**config.mk**
```make
export PLATFORM = sky130hd
export DESIGN_NAME = otp_burn_seq
export DESIGN_NICKNAME = d
export VERILOG_FILES = /design/src/rtl/otp_seq_pkg.sv /design/src/rtl/otp_seq_timer.sv /design/src/rtl/otp_seq_tries.sv /design/src/rtl/otp_seq_ctrl.sv /design/src/rtl/otp_burn_seq.sv
export SDC_FILE = /design/constraint.sdc
export NUM_CORES = 1
export LEC_CHECK = 0
export BUFFER_PORTS_ARGS = -buffer_cell sky130_fd_sc_hd__buf_2
export CORE_AREA = 2 2 121 123
export CTS_BUF_LIST = sky130_fd_sc_hd__clkbuf_16
export DETAILED_ROUTE_END_ITERATION = 8
export DIE_AREA = 0 0 123 125
export GPL_TIMING_DRIVEN = 0
export PLACE_DENSITY_LB_ADDON = 0.15
export SLEW_MARGIN = 25
export SYNTH_ARGS = -nofsm -noshare
export SYNTH_HDL_FRONTEND = slang
export SYNTH_SLANG_ARGS = --single-unit
```
**constraint.sdc**
```tcl
create_clock -name clk -period 4.1 [get_ports clk]
set_input_delay 0.41 -clock clk [delete_from_list [all_inputs] [get_ports clk]]
set_output_delay 0.41 -clock clk [all_outputs]
set_load 0.03 [all_outputs]
```
**src/rtl/otp_seq_pkg.sv**
```systemverilog
package otp_seq_pkg;

  typedef enum logic [4:0] {
    S_IDLE, S_PWRUP, S_CLR, S_RAISE, S_FETCH,
    S_WSETUP, S_WRITE, S_WHOLD, S_VSETUP, S_VERIFY, S_JUDGE,
    S_CKHI, S_CKLO, S_FIN, S_PDOWN, S_DONE, S_FAIL
  } seq_state_t;

  // mode pin codes, bit order {MD3,MD2,MD1,MD0}
  localparam logic [3:0] MODE_OFF    = 4'b0000;
  localparam logic [3:0] MODE_CLEAR  = 4'b0101;
  localparam logic [3:0] MODE_WRITE  = 4'b1110;
  localparam logic [3:0] MODE_VERIFY = 4'b1100;
  localparam logic [3:0] MODE_INH_W  = 4'b1111;
  localparam logic [3:0] MODE_INH_V  = 4'b1101;

endpackage

```
**src/rtl/otp_seq_timer.sv**
```systemverilog
module otp_seq_timer #(
  parameter int TW = 16
) (
  input  logic          clk,
  input  logic          rst_n,
  input  logic          load,
  input  logic [TW-1:0] load_val,
  output logic          zero
);

  logic [TW-1:0] cnt_q, cnt_d;

  always_comb begin
    cnt_d = cnt_q;
    if (load)                cnt_d = load_val;
    else if (cnt_q != '0)    cnt_d = cnt_q - 1'b1;
  end

  always_ff @(posedge clk or negedge rst_n) begin
    if (!rst_n) cnt_q <= '0;
    else        cnt_q <= cnt_d;
  end

  assign zero = (cnt_q == '0);

  // an expired count stays expired until reloaded (supports R4)
  p_no_wrap_r4: assert property (@(posedge clk) disable iff (!rst_n)
    (!load && zero) |=> zero);

endmodule

```
**src/rtl/otp_seq_tries.sv**
```systemverilog
module otp_seq_tries #(
  parameter int TW        = 16,
  parameter int TRY_W     = 5,
  parameter int MAX_TRIES = 20,
  parameter int WRITE_CYC = 1000,
  parameter int CAP_CYC   = 21000
) (
  input  logic          clk,
  input  logic          rst_n,
  input  logic          clr,
  input  logic          inc,
  output logic          at_max,
  output logic [TW-1:0] ovp_len
);

  localparam int PW = TW + TRY_W;

  logic [TRY_W-1:0] tries_q, tries_d;
  logic [PW-1:0]    prod;

  always_comb begin
    tries_d = tries_q;
    if (clr)      tries_d = '0;
    else if (inc) tries_d = tries_q + 1'b1;
  end

  always_ff @(posedge clk or negedge rst_n) begin
    if (!rst_n) tries_q <= '0;
    else        tries_q <= tries_d;
  end

  assign at_max  = (tries_q == TRY_W'(MAX_TRIES));
  assign prod    = PW'(tries_q) * PW'(WRITE_CYC);
  assign ovp_len = (prod > PW'(CAP_CYC)) ? TW'(CAP_CYC) : TW'(prod);

  p_tries_bound_r6: assert property (@(posedge clk) disable iff (!rst_n)
    tries_q <= TRY_W'(MAX_TRIES));

  p_inc_step_r6: assert property (@(posedge clk) disable iff (!rst_n)
    (inc && !clr) |=> (tries_q == $past(tries_q) + 1'b1));

endmodule

```
**src/rtl/otp_seq_ctrl.sv**
```systemverilog
module otp_seq_ctrl
  import otp_seq_pkg::*;
#(
  parameter int ADDR_W    = 15,
  parameter int LAST_ADDR = 24319,
  parameter int TW        = 16,
  parameter int PCW       = 2,
  parameter int STEPS     = 4,
  parameter int PWR_CYC   = 80,
  parameter int SET_CYC   = 16,
  parameter int HOLD_CYC  = 16,
  parameter int WRITE_CYC = 8000,
  parameter int CAP_CYC   = 168000,
  parameter int PCK_CYC   = 1
) (
  input  logic              clk,
  input  logic              rst_n,
  input  logic              start,
  input  logic              src_valid,
  input  logic [7:0]        src_data,
  input  logic [7:0]        dq_in,
  input  logic              tmr_zero,
  input  logic              at_max,
  input  logic [TW-1:0]     ovp_len,
  output logic              tmr_load,
  output logic [TW-1:0]     tmr_val,
  output logic              try_clr,
  output logic              try_inc,
  output logic              src_req,
  output logic [ADDR_W-1:0] src_addr,
  output logic              supply_on,
  output logic              prog_boost,
  output logic [3:0]        mode_pins,
  output logic              step_clk,
  output logic [7:0]        dq_out,
  output logic              dq_oe,
  output logic              busy,
  output logic              done,
  output logic              fail,
  output logic [ADDR_W-1:0] fail_addr,
  output logic [7:0]        fail_data
);

  seq_state_t        state_q, state_d;
  logic [ADDR_W-1:0] addr_q, addr_d;
  logic [7:0]        byte_q, byte_d;
  logic [7:0]        rd_q, rd_d;
  logic              match_q, match_d;
  logic              ovp_q, ovp_d;
  logic [PCW-1:0]    step_q, step_d;
  logic [ADDR_W-1:0] faddr_q, faddr_d;
  logic [7:0]        fdata_q, fdata_d;

  // next-state logic
  always_comb begin
    state_d = state_q;
    addr_d  = addr_q;
    byte_d  = byte_q;
    rd_d    = rd_q;
    match_d = match_q;
    ovp_d   = ovp_q;
    step_d  = step_q;
    faddr_d = faddr_q;
    fdata_d = fdata_q;
    try_clr = 1'b0;
    try_inc = 1'b0;
    unique case (state_q)
      S_IDLE, S_DONE, S_FAIL: if (start) begin
        state_d = S_PWRUP;
        addr_d  = '0;
        faddr_d = '0;
        fdata_d = '0;
      end
      S_PWRUP:  if (tmr_zero) state_d = S_CLR;
      S_CLR:    if (tmr_zero) state_d = S_RAISE;
      S_RAISE:  if (tmr_zero) state_d = S_FETCH;
      S_FETCH:  if (src_valid) begin
        byte_d  = src_data;
        ovp_d   = 1'b0;
        try_clr = 1'b1;
        state_d = S_WSETUP;
      end
      S_WSETUP: if (tmr_zero) begin
        state_d = S_WRITE;
        try_inc = !ovp_q;
      end
      S_WRITE:  if (tmr_zero) state_d = S_WHOLD;
      S_WHOLD:  if (tmr_zero) begin
        step_d  = '0;
        state_d = ovp_q ? S_CKHI : S_VSETUP;
      end
      S_VSETUP: if (tmr_zero) state_d = S_VERIFY;
      S_VERIFY: if (tmr_zero) begin
        rd_d    = dq_in;
        match_d = (dq_in == byte_q);
        state_d = S_JUDGE;
      end
      S_JUDGE: begin
        if (match_q) begin
          ovp_d   = 1'b1;
          state_d = S_WSETUP;
        end else if (at_max) begin
          faddr_d = addr_q;
          fdata_d = rd_q;
          state_d = S_FAIL;
        end else begin
          state_d = S_WSETUP;
        end
      end
      S_CKHI:   if (tmr_zero) state_d = S_CKLO;
      S_CKLO:   if (tmr_zero) begin
        if (step_q == PCW'(STEPS - 1)) begin
          if (addr_q == ADDR_W'(LAST_ADDR)) state_d = S_FIN;
          else begin
            addr_d  = addr_q + 1'b1;
            state_d = S_FETCH;
          end
        end else begin
          step_d  = step_q + 1'b1;
          state_d = S_CKHI;
        end
      end
      S_FIN:    if (tmr_zero) state_d = S_PDOWN;
      S_PDOWN:  if (tmr_zero) state_d = S_DONE;
      default:  state_d = S_IDLE;
    endcase
  end

  // shared timer is loaded on every state change with the new state's span
  always_comb begin
    tmr_load = (state_d != state_q);
    unique case (state_d)
      S_PWRUP, S_PDOWN:                     tmr_val = TW'(PWR_CYC - 1);
      S_CLR, S_RAISE, S_FIN:                tmr_val = TW'(SET_CYC - 1);
      S_WSETUP, S_VSETUP, S_VERIFY:         tmr_val = TW'(SET_CYC - 1);
      S_WHOLD:                              tmr_val = TW'(HOLD_CYC - 1);
      S_WRITE:  tmr_val = ovp_q ? (ovp_len - 1'b1) : TW'(WRITE_CYC - 1);
      S_CKHI, S_CKLO:                       tmr_val = TW'(PCK_CYC - 1);
      default:                              tmr_val = '0;
    endcase
  end

  always_ff @(posedge clk or negedge rst_n) begin
    if (!rst_n) begin
      state_q <= S_IDLE;
      addr_q  <= '0;
      byte_q  <= '0;
      rd_q    <= '0;
      match_q <= 1'b0;
      ovp_q   <= 1'b0;
      step_q  <= '0;
      faddr_q <= '0;
      fdata_q <= '0;
    end else begin
      state_q <= state_d;
      addr_q  <= addr_d;
      byte_q  <= byte_d;
      rd_q    <= rd_d;
      match_q <= match_d;
      ovp_q   <= ovp_d;
      step_q  <= step_d;
      faddr_q <= faddr_d;
      fdata_q <= fdata_d;
    end
  end

  // output decode
  always_comb begin
    unique case (state_q)
      S_CLR, S_RAISE, S_FIN, S_PDOWN:              mode_pins = MODE_CLEAR;
      S_WSETUP, S_WHOLD:                           mode_pins = MODE_INH_W;
      S_WRITE:                                     mode_pins = MODE_WRITE;
      S_VERIFY:                                    mode_pins = MODE_VERIFY;
      S_FETCH, S_VSETUP, S_JUDGE, S_CKHI, S_CKLO:  mode_pins = MODE_INH_V;
      default:                                     mode_pins = MODE_OFF;
    endcase
  end

  assign supply_on  = !(state_q inside {S_IDLE, S_DONE, S_FAIL});
  assign prog_boost = supply_on && !(state_q inside {S_PWRUP, S_CLR, S_PDOWN});
  assign dq_oe      = state_q inside {S_WSETUP, S_WRITE, S_WHOLD};
  assign dq_out     = byte_q;
  assign step_clk   = (state_q == S_CKHI);
  assign src_req    = (state_q == S_FETCH);
  assign src_addr   = addr_q;
  assign busy       = supply_on;
  assign done       = (state_q == S_DONE);
  assign fail       = (state_q == S_FAIL);
  assign fail_addr  = faddr_q;
  assign fail_data  = fdata_q;

  // ---------------- checker counters and properties ----------------
  logic [TW-1:0] su_cnt, wr_cnt, hold_left;

  always_ff @(posedge clk or negedge rst_n) begin
    if (!rst_n) begin
      su_cnt    <= '0;
      wr_cnt    <= '0;
      hold_left <= '0;
    end else begin
      if (dq_oe && mode_pins == MODE_INH_W) begin
        if (su_cnt != '1) su_cnt <= su_cnt + 1'b1;
      end else su_cnt <= '0;
      if (mode_pins == MODE_WRITE) wr_cnt <= wr_cnt + 1'b1;
      else                         wr_cnt <= '0;
      if (mode_pins == MODE_WRITE)  hold_left <= TW'(HOLD_CYC);
      else if (hold_left != '0)     hold_left <= hold_left - 1'b1;
    end
  end

  p_setup_before_write_r5: assert property (@(posedge clk) disable iff (!rst_n)
    (mode_pins == MODE_WRITE && $past(mode_pins) != MODE_WRITE) |-> (su_cnt >= TW'(SET_CYC)));

  p_hold_after_write_r5: assert property (@(posedge clk) disable iff (!rst_n)
    (hold_left != '0 && mode_pins != MODE_WRITE) |-> (dq_oe && mode_pins == MODE_INH_W));

  p_released_for_readback_r5: assert property (@(posedge clk) disable iff (!rst_n)
    (mode_pins == MODE_VERIFY) |-> (!dq_oe && !$past(dq_oe)));

  p_write_width_r4: assert property (@(posedge clk) disable iff (!rst_n)
    (mode_pins == MODE_WRITE && !ovp_q) |-> (wr_cnt < TW'(WRITE_CYC)));

  p_ovp_cap_r7: assert property (@(posedge clk) disable iff (!rst_n)
    (mode_pins == MODE_WRITE) |-> (wr_cnt < TW'(CAP_CYC)));

  p_step_quiet_r8: assert property (@(posedge clk) disable iff (!rst_n)
    step_clk |-> (mode_pins == MODE_INH_V && !dq_oe));

  p_req_hold_r9: assert property (@(posedge clk) disable iff (!rst_n)
    (src_req && !src_valid) |=> (src_req && $stable(src_addr)));

  p_boost_needs_supply_r2: assert property (@(posedge clk) disable iff (!rst_n)
    prog_boost |-> supply_on);

  p_done_quiet_r10: assert property (@(posedge clk) disable iff (!rst_n)
    done |-> (!supply_on && mode_pins == MODE_OFF && !fail));

  p_fail_quiet_r11: assert property (@(posedge clk) disable iff (!rst_n)
    fail |-> (!supply_on && !dq_oe && mode_pins == MODE_OFF));

endmodule

```
**src/rtl/otp_burn_seq.sv**
```systemverilog
module otp_burn_seq #(
  parameter int CLK_KHZ    = 8000,
  parameter int ADDR_W     = 15,
  parameter int LAST_ADDR  = 24319,
  parameter int MAX_TRIES  = 20,
  parameter int PWR_US     = 10,
  parameter int SETUP_US   = 2,
  parameter int HOLD_US    = 2,
  parameter int WRITE_US   = 1000,
  parameter int OVP_MAX_US = 21000
) (
  input  logic              clk,
  input  logic              rst_n,
  input  logic              start,
  output logic              src_req,
  output logic [ADDR_W-1:0] src_addr,
  input  logic              src_valid,
  input  logic [7:0]        src_data,
  output logic              supply_on,
  output logic              prog_boost,
  output logic [3:0]        mode_pins,
  output logic              step_clk,
  output logic [7:0]        dq_out,
  output logic              dq_oe,
  input  logic [7:0]        dq_in,
  output logic              busy,
  output logic              done,
  output logic              fail,
  output logic [ADDR_W-1:0] fail_addr,
  output logic [7:0]        fail_data
);

  function automatic int us_to_cyc(input int us);
    int c;
    c = (us * CLK_KHZ + 999) / 1000;
    return (c < 1) ? 1 : c;
  endfunction

  localparam int STEPS     = 4;
  localparam int PWR_CYC   = us_to_cyc(PWR_US);
  localparam int SET_CYC   = us_to_cyc(SETUP_US);
  localparam int HOLD_CYC  = us_to_cyc(HOLD_US);
  localparam int WRITE_CYC = us_to_cyc(WRITE_US);
  localparam int CAP_CYC   = us_to_cyc(OVP_MAX_US);
  localparam int PCK_CYC   = (CLK_KHZ + 7999) / 8000;
  localparam int MAX_A     = (CAP_CYC > WRITE_CYC) ? CAP_CYC : WRITE_CYC;
  localparam int MAX_CYC   = (MAX_A > PWR_CYC) ? MAX_A : PWR_CYC;
  localparam int TW        = $clog2(MAX_CYC + 1) + 1;
  localparam int TRY_W     = $clog2(MAX_TRIES + 1);
  localparam int PCW       = $clog2(STEPS);

  // asynchronous assertion, synchronous release
  logic [1:0] rs_q;
  logic       rst_n_i;

  always_ff @(posedge clk or negedge rst_n) begin
    if (!rst_n) rs_q <= 2'b00;
    else        rs_q <= {rs_q[0], 1'b1};
  end
  assign rst_n_i = rs_q[1];

  logic          tmr_load, tmr_zero, try_clr, try_inc, at_max;
  logic [TW-1:0] tmr_val, ovp_len;

  otp_seq_timer #(.TW(TW)) u_timer (
    .clk      (clk),
    .rst_n    (rst_n_i),
    .load     (tmr_load),
    .load_val (tmr_val),
    .zero     (tmr_zero)
  );

  otp_seq_tries #(
    .TW(TW), .TRY_W(TRY_W), .MAX_TRIES(MAX_TRIES),
    .WRITE_CYC(WRITE_CYC), .CAP_CYC(CAP_CYC)
  ) u_tries (
    .clk     (clk),
    .rst_n   (rst_n_i),
    .clr     (try_clr),
    .inc     (try_inc),
    .at_max  (at_max),
    .ovp_len (ovp_len)
  );

  otp_seq_ctrl #(
    .ADDR_W(ADDR_W), .LAST_ADDR(LAST_ADDR), .TW(TW), .PCW(PCW), .STEPS(STEPS),
    .PWR_CYC(PWR_CYC), .SET_CYC(SET_CYC), .HOLD_CYC(HOLD_CYC),
    .WRITE_CYC(WRITE_CYC), .CAP_CYC(CAP_CYC), .PCK_CYC(PCK_CYC)
  ) u_ctrl (
    .clk        (clk),
    .rst_n      (rst_n_i),
    .start      (start),
    .src_valid  (src_valid),
    .src_data   (src_data),
    .dq_in      (dq_in),
    .tmr_zero   (tmr_zero),
    .at_max     (at_max),
    .ovp_len    (ovp_len),
    .tmr_load   (tmr_load),
    .tmr_val    (tmr_val),
    .try_clr    (try_clr),
    .try_inc    (try_inc),
    .src_req    (src_req),
    .src_addr   (src_addr),
    .supply_on  (supply_on),
    .prog_boost (prog_boost),
    .mode_pins  (mode_pins),
    .step_clk   (step_clk),
    .dq_out     (dq_out),
    .dq_oe      (dq_oe),
    .busy       (busy),
    .done       (done),
    .fail       (fail),
    .fail_addr  (fail_addr),
    .fail_data  (fail_data)
  );

endmodule

```
==> results.cfg <==
[run_status]
status = finished, violations left
failed_checks = setup timing

[drt]
first_pass_iters = 5
avgRoutedWirePerCell_um = 15.93
drt_iter0_drc = 318
drc = 0
ant_nets = 0
num_vias = 5123
postRouteWirelength_um = 15090
via_per_inst = 5.410

[placement]
dp_slack_ns = -0.7147
gp_congestion = 0.9557
dpl-instance-area_um2 = 6750
io_buffers = 76
place_hpwl_um = 11420

[power_and_ir_drop]
p_seq_share_pct = 30.6
p_leak_uw = 0.003362
vdd_drop_max_mv = 0.2358
p_switching_uw = 1668
swShare_pct = 42.90
clockPowerShare_pct = 21.6
power_density_nw_per_um2 = 526.2
p_int_uw = 2220
p_comb_share_pct = 47.8

[critical_path]
path_buf_inv = 6
max_stage_delay_ns = 0.53
critical_path.most_common_cell = nor3_4
path_max_fanout = 4
arrival_ns = 4.73
endpoint_kind = flip-flop
cp.required_ns = 4.37
start_kind = flip-flop
path_delay_family = adder cells
crit_type = reg -> reg
worstPathCellList = fa_2 -> fa_1 -> inv_1 -> fa_2 -> inv_2 -> ha_4 -> nor3_4 -> a21boi_4 -> buf_6 -> o31ai_4 -> xnor2_4 -> a211oi_2 -> buf_4 -> nor3_4 -> ha_4 -> nand2_4 -> nor3_4 -> buf_4 -> buf_6 -> xnor2_2 -> nand2_1 -> o22ai_2
cpMaxStageDelayCell = fa_2

[final_layout]
final_area_um2 = 7390
mostFrequentLayoutCells = 84 x dfrtp_1, 81 x nand2_1, 79 x buf_2, 44 x o21ai_0, 43 x nor2_1
final_common_cell = dfrtp_1
drive_gt1_share_pct = 26.74
n_antenna_cell = 0
layout.nets = 819
area_growth_pct = 24.15

[cts]
clk_latency_ns = 0.35
cts_tree = built
cts_buffers = 9
clkSinkCount = 89
root_buffer = clkbuf_16
clk_pin_slew_ns = 0.07
cts_max_path_buffers = 2
htree_levels = 3

[logic_synthesis]
syn_area_um2 = 5952
synth_cell_types = 73
yosys.area.top_type_share_pct = 37.42
syn_avg_cell_area_um2 = 9.185
syn_inst = 648
ys_top_cells_by_area = dfrtp_1 37%, ha_1 6.5%, nand2_1 5.3%
syn_nets = 709
synthFlopType = dfrtp_1
synth_seq_cells = 89
ys_seq_area_share_pct = 37.42
yosys_warnings = 0
async_flop_share_pct = 100.0
synth_area_leader_cell = dfrtp_1
synth_edf_count = 0

[floorplanning]
core_area_um2 = 14200
die_area_um2 = 15380
std_cell_rows = 44
initial_core_util_pct = 41.90
pin_count = 78
chipHeight_um = 125
die_w_um = 123

[sta]
rsz0062_at_grt = yes
tns_ns = -1.725
holdWs_ns = 0.2403
fin_crit_sh_pct = 108.8
hold_violations = 0
setup-violations-final = 6
post-route-min-period_ns = 4.460
maxSlewHeadroom_pct = 46.89
fin_ws_ns = -0.3602
tightest_slew_ns = 0.7924
maxSlewViolCount = 0
max_freq_mhz = 224.2
clock_skew_ns = 0.01076

[grt]
track_usage_pct = 20.44
grt_pass1_vias = 5102
grt_overflow = 0
grt_pass1_wl_um = 25130
grt_start_max_net_pins = 35
grt_antenna_before_repair = 0

[min_path]
min_path_type = reg -> async

[run]
drv_cap = 0
## routing by layer
layer / vias up / track usage [%] / share of wire [%]
met5: - / 0 / 0
met4: 0 / 6.217 / 1.3
met3: 16 / 4.380 / 4.5
met2: 124 / 33.34 / 49
met1: 2475 / 27.15 / 45
li1: 2508 / - / -
## final cells by class
| class | count | area (µm²) |
|---|---|---|
| Buffer | 30 | 145.1 |
| Clock buffer | 9 | 225.2 |
| Clock inverter | 7 | 83.83 |
| Fill cell | 1314 | 6814 |
| Inverter | 34 | 133.9 |
| Multi-Input combinational cell | 495 | 3740 |
| Sequential cell | 89 | 2236 |
| Tap cell | 184 | 230.2 |
| Timing Repair Buffer | 99 | 595.6 |
## repair_timing
| item | CTS | global route |
|---|---|---|
| hold endpoints to repair | 2 | 0 |
| resized for setup | 24 | 14 |
| endpoints found under the setup margin | 9 | 12 |
| buffers inserted | 16 | 4 |
| hold buffers | 1 | 0 |
| pin swaps | 15 | 10 |
## sequential cells by signal (all words and copies together) (netlist names)
name and flops:
u_ctrl.match_q 1, u_ctrl.src_addr 15, u_ctrl.dq_out 8, u_ctrl.state_q 5, rs_q 2, u_timer.cnt_q 19
u_ctrl.step_q 2, u_ctrl.fail_data 8, u_ctrl.rd_q 8, u_tries.tries_q 5, u_ctrl.fail_addr 15, u_ctrl.ovp_q 1
## worst reg2reg max path: stages, from the launching register on
cell	delay [ns]
dfrtp_2	0.45
fa_2	0.53
fa_1	0.49
inv_1	0.05
fa_2	0.52
inv_2	0.05
ha_4	0.16
nor3_4	0.12
a21boi_4	0.24
buf_6	0.13
o31ai_4	0.07
xnor2_4	0.24
a211oi_2	0.08
buf_4	0.17
nor3_4	0.22
ha_4	0.19
nand2_4	0.05
nor3_4	0.13
buf_4	0.14
buf_6	0.08
xnor2_2	0.09
nand2_1	0.08
o22ai_2	0.09
## power groups by stage
stage / Combinational (µW) / Sequential [µW] / Clock, µW
floorplan: 1190 / 1340 / 0
global placement: 1740 / 1210 / 0
detailed placement: 1770 / 1210 / 0
CTS: 1810 / 1190 / 860
global route: 2020 / 1220 / 903
finish: 1860 / 1190 / 839
## cell families (layout without fill, tap and decap cells)
group | after synthesis | count (layout) | synth area share, %
flip-flops | 89 | 89 | 37.42
other | 1 | 1 | 0.06300
multiplexers | 18 | 18 | 3.384
buffers and inverters | 64 | 179 | 4.310
AND/OR/NAND/NOR | 243 | 243 | 21.42
AO/OA/AOI/OAI | 136 | 136 | 15.28
XOR/XNOR | 56 | 56 | 8.240
adder cells (fa/ha/maj) | 41 | 41 | 9.880
## cell usage after synthesis, drive strengths merged, types with 6 or more instances
cell type	count
nor4	12
o22ai	7
ha	31
xnor2	26
o21ai	55
nand2	85
a21oi	25
nand4	9
clkbuf	21
nor3	23
inv	34
nand2b	10
fa	10
nand3	17
nand3b	6
nor2	44
mux2	17
dfrtp	89
xor2	30
nor2b	6
buf	9
## stage by stage
step | utilization, % | std cells | total power (µW)
floorplan | - | 648 | 2533
global placement | 47.18 | 908 | 2947
detailed placement | 47.52 | 910 | 2980
CTS | 51.31 | 943 | 3861
global route | 52.03 | 947 | 4140
finish | 52.03 | 947 | 3888
## final timing paths
| path | from | end | slack [ns] | cells after the start |
|---|---|---|---|---|
| worst max-delay path | u_tries.tries_q[3]$_DFFE_PN0P_ | u_timer.cnt_q[14]$_DFFE_PN0P_ | -0.36 | 22 |
| worst min-delay path | rs_q[1]$_DFF_PN0_ | u_ctrl.dq_out[5]$_DFFE_PN0P_ | 0.24 | 0 |
| worst min register to register | rs_q[1]$_DFF_PN0_ | u_ctrl.dq_out[5]$_DFFE_PN0P_ | 0.24 | 0 |
| max in group asynchronous | rs_q[1]$_DFF_PN0_ | u_tries.tries_q[1]$_DFFE_PN0P_ | 3.12 | 2 |
| worst max register to register | u_tries.tries_q[3]$_DFFE_PN0P_ | u_timer.cnt_q[14]$_DFFE_PN0P_ | -0.36 | 22 |
| min in group clk | src_data[5] | u_ctrl.dq_out[5]$_DFFE_PN0P_ | 0.30 | 2 |
Power figures use the tool's default switching activity.
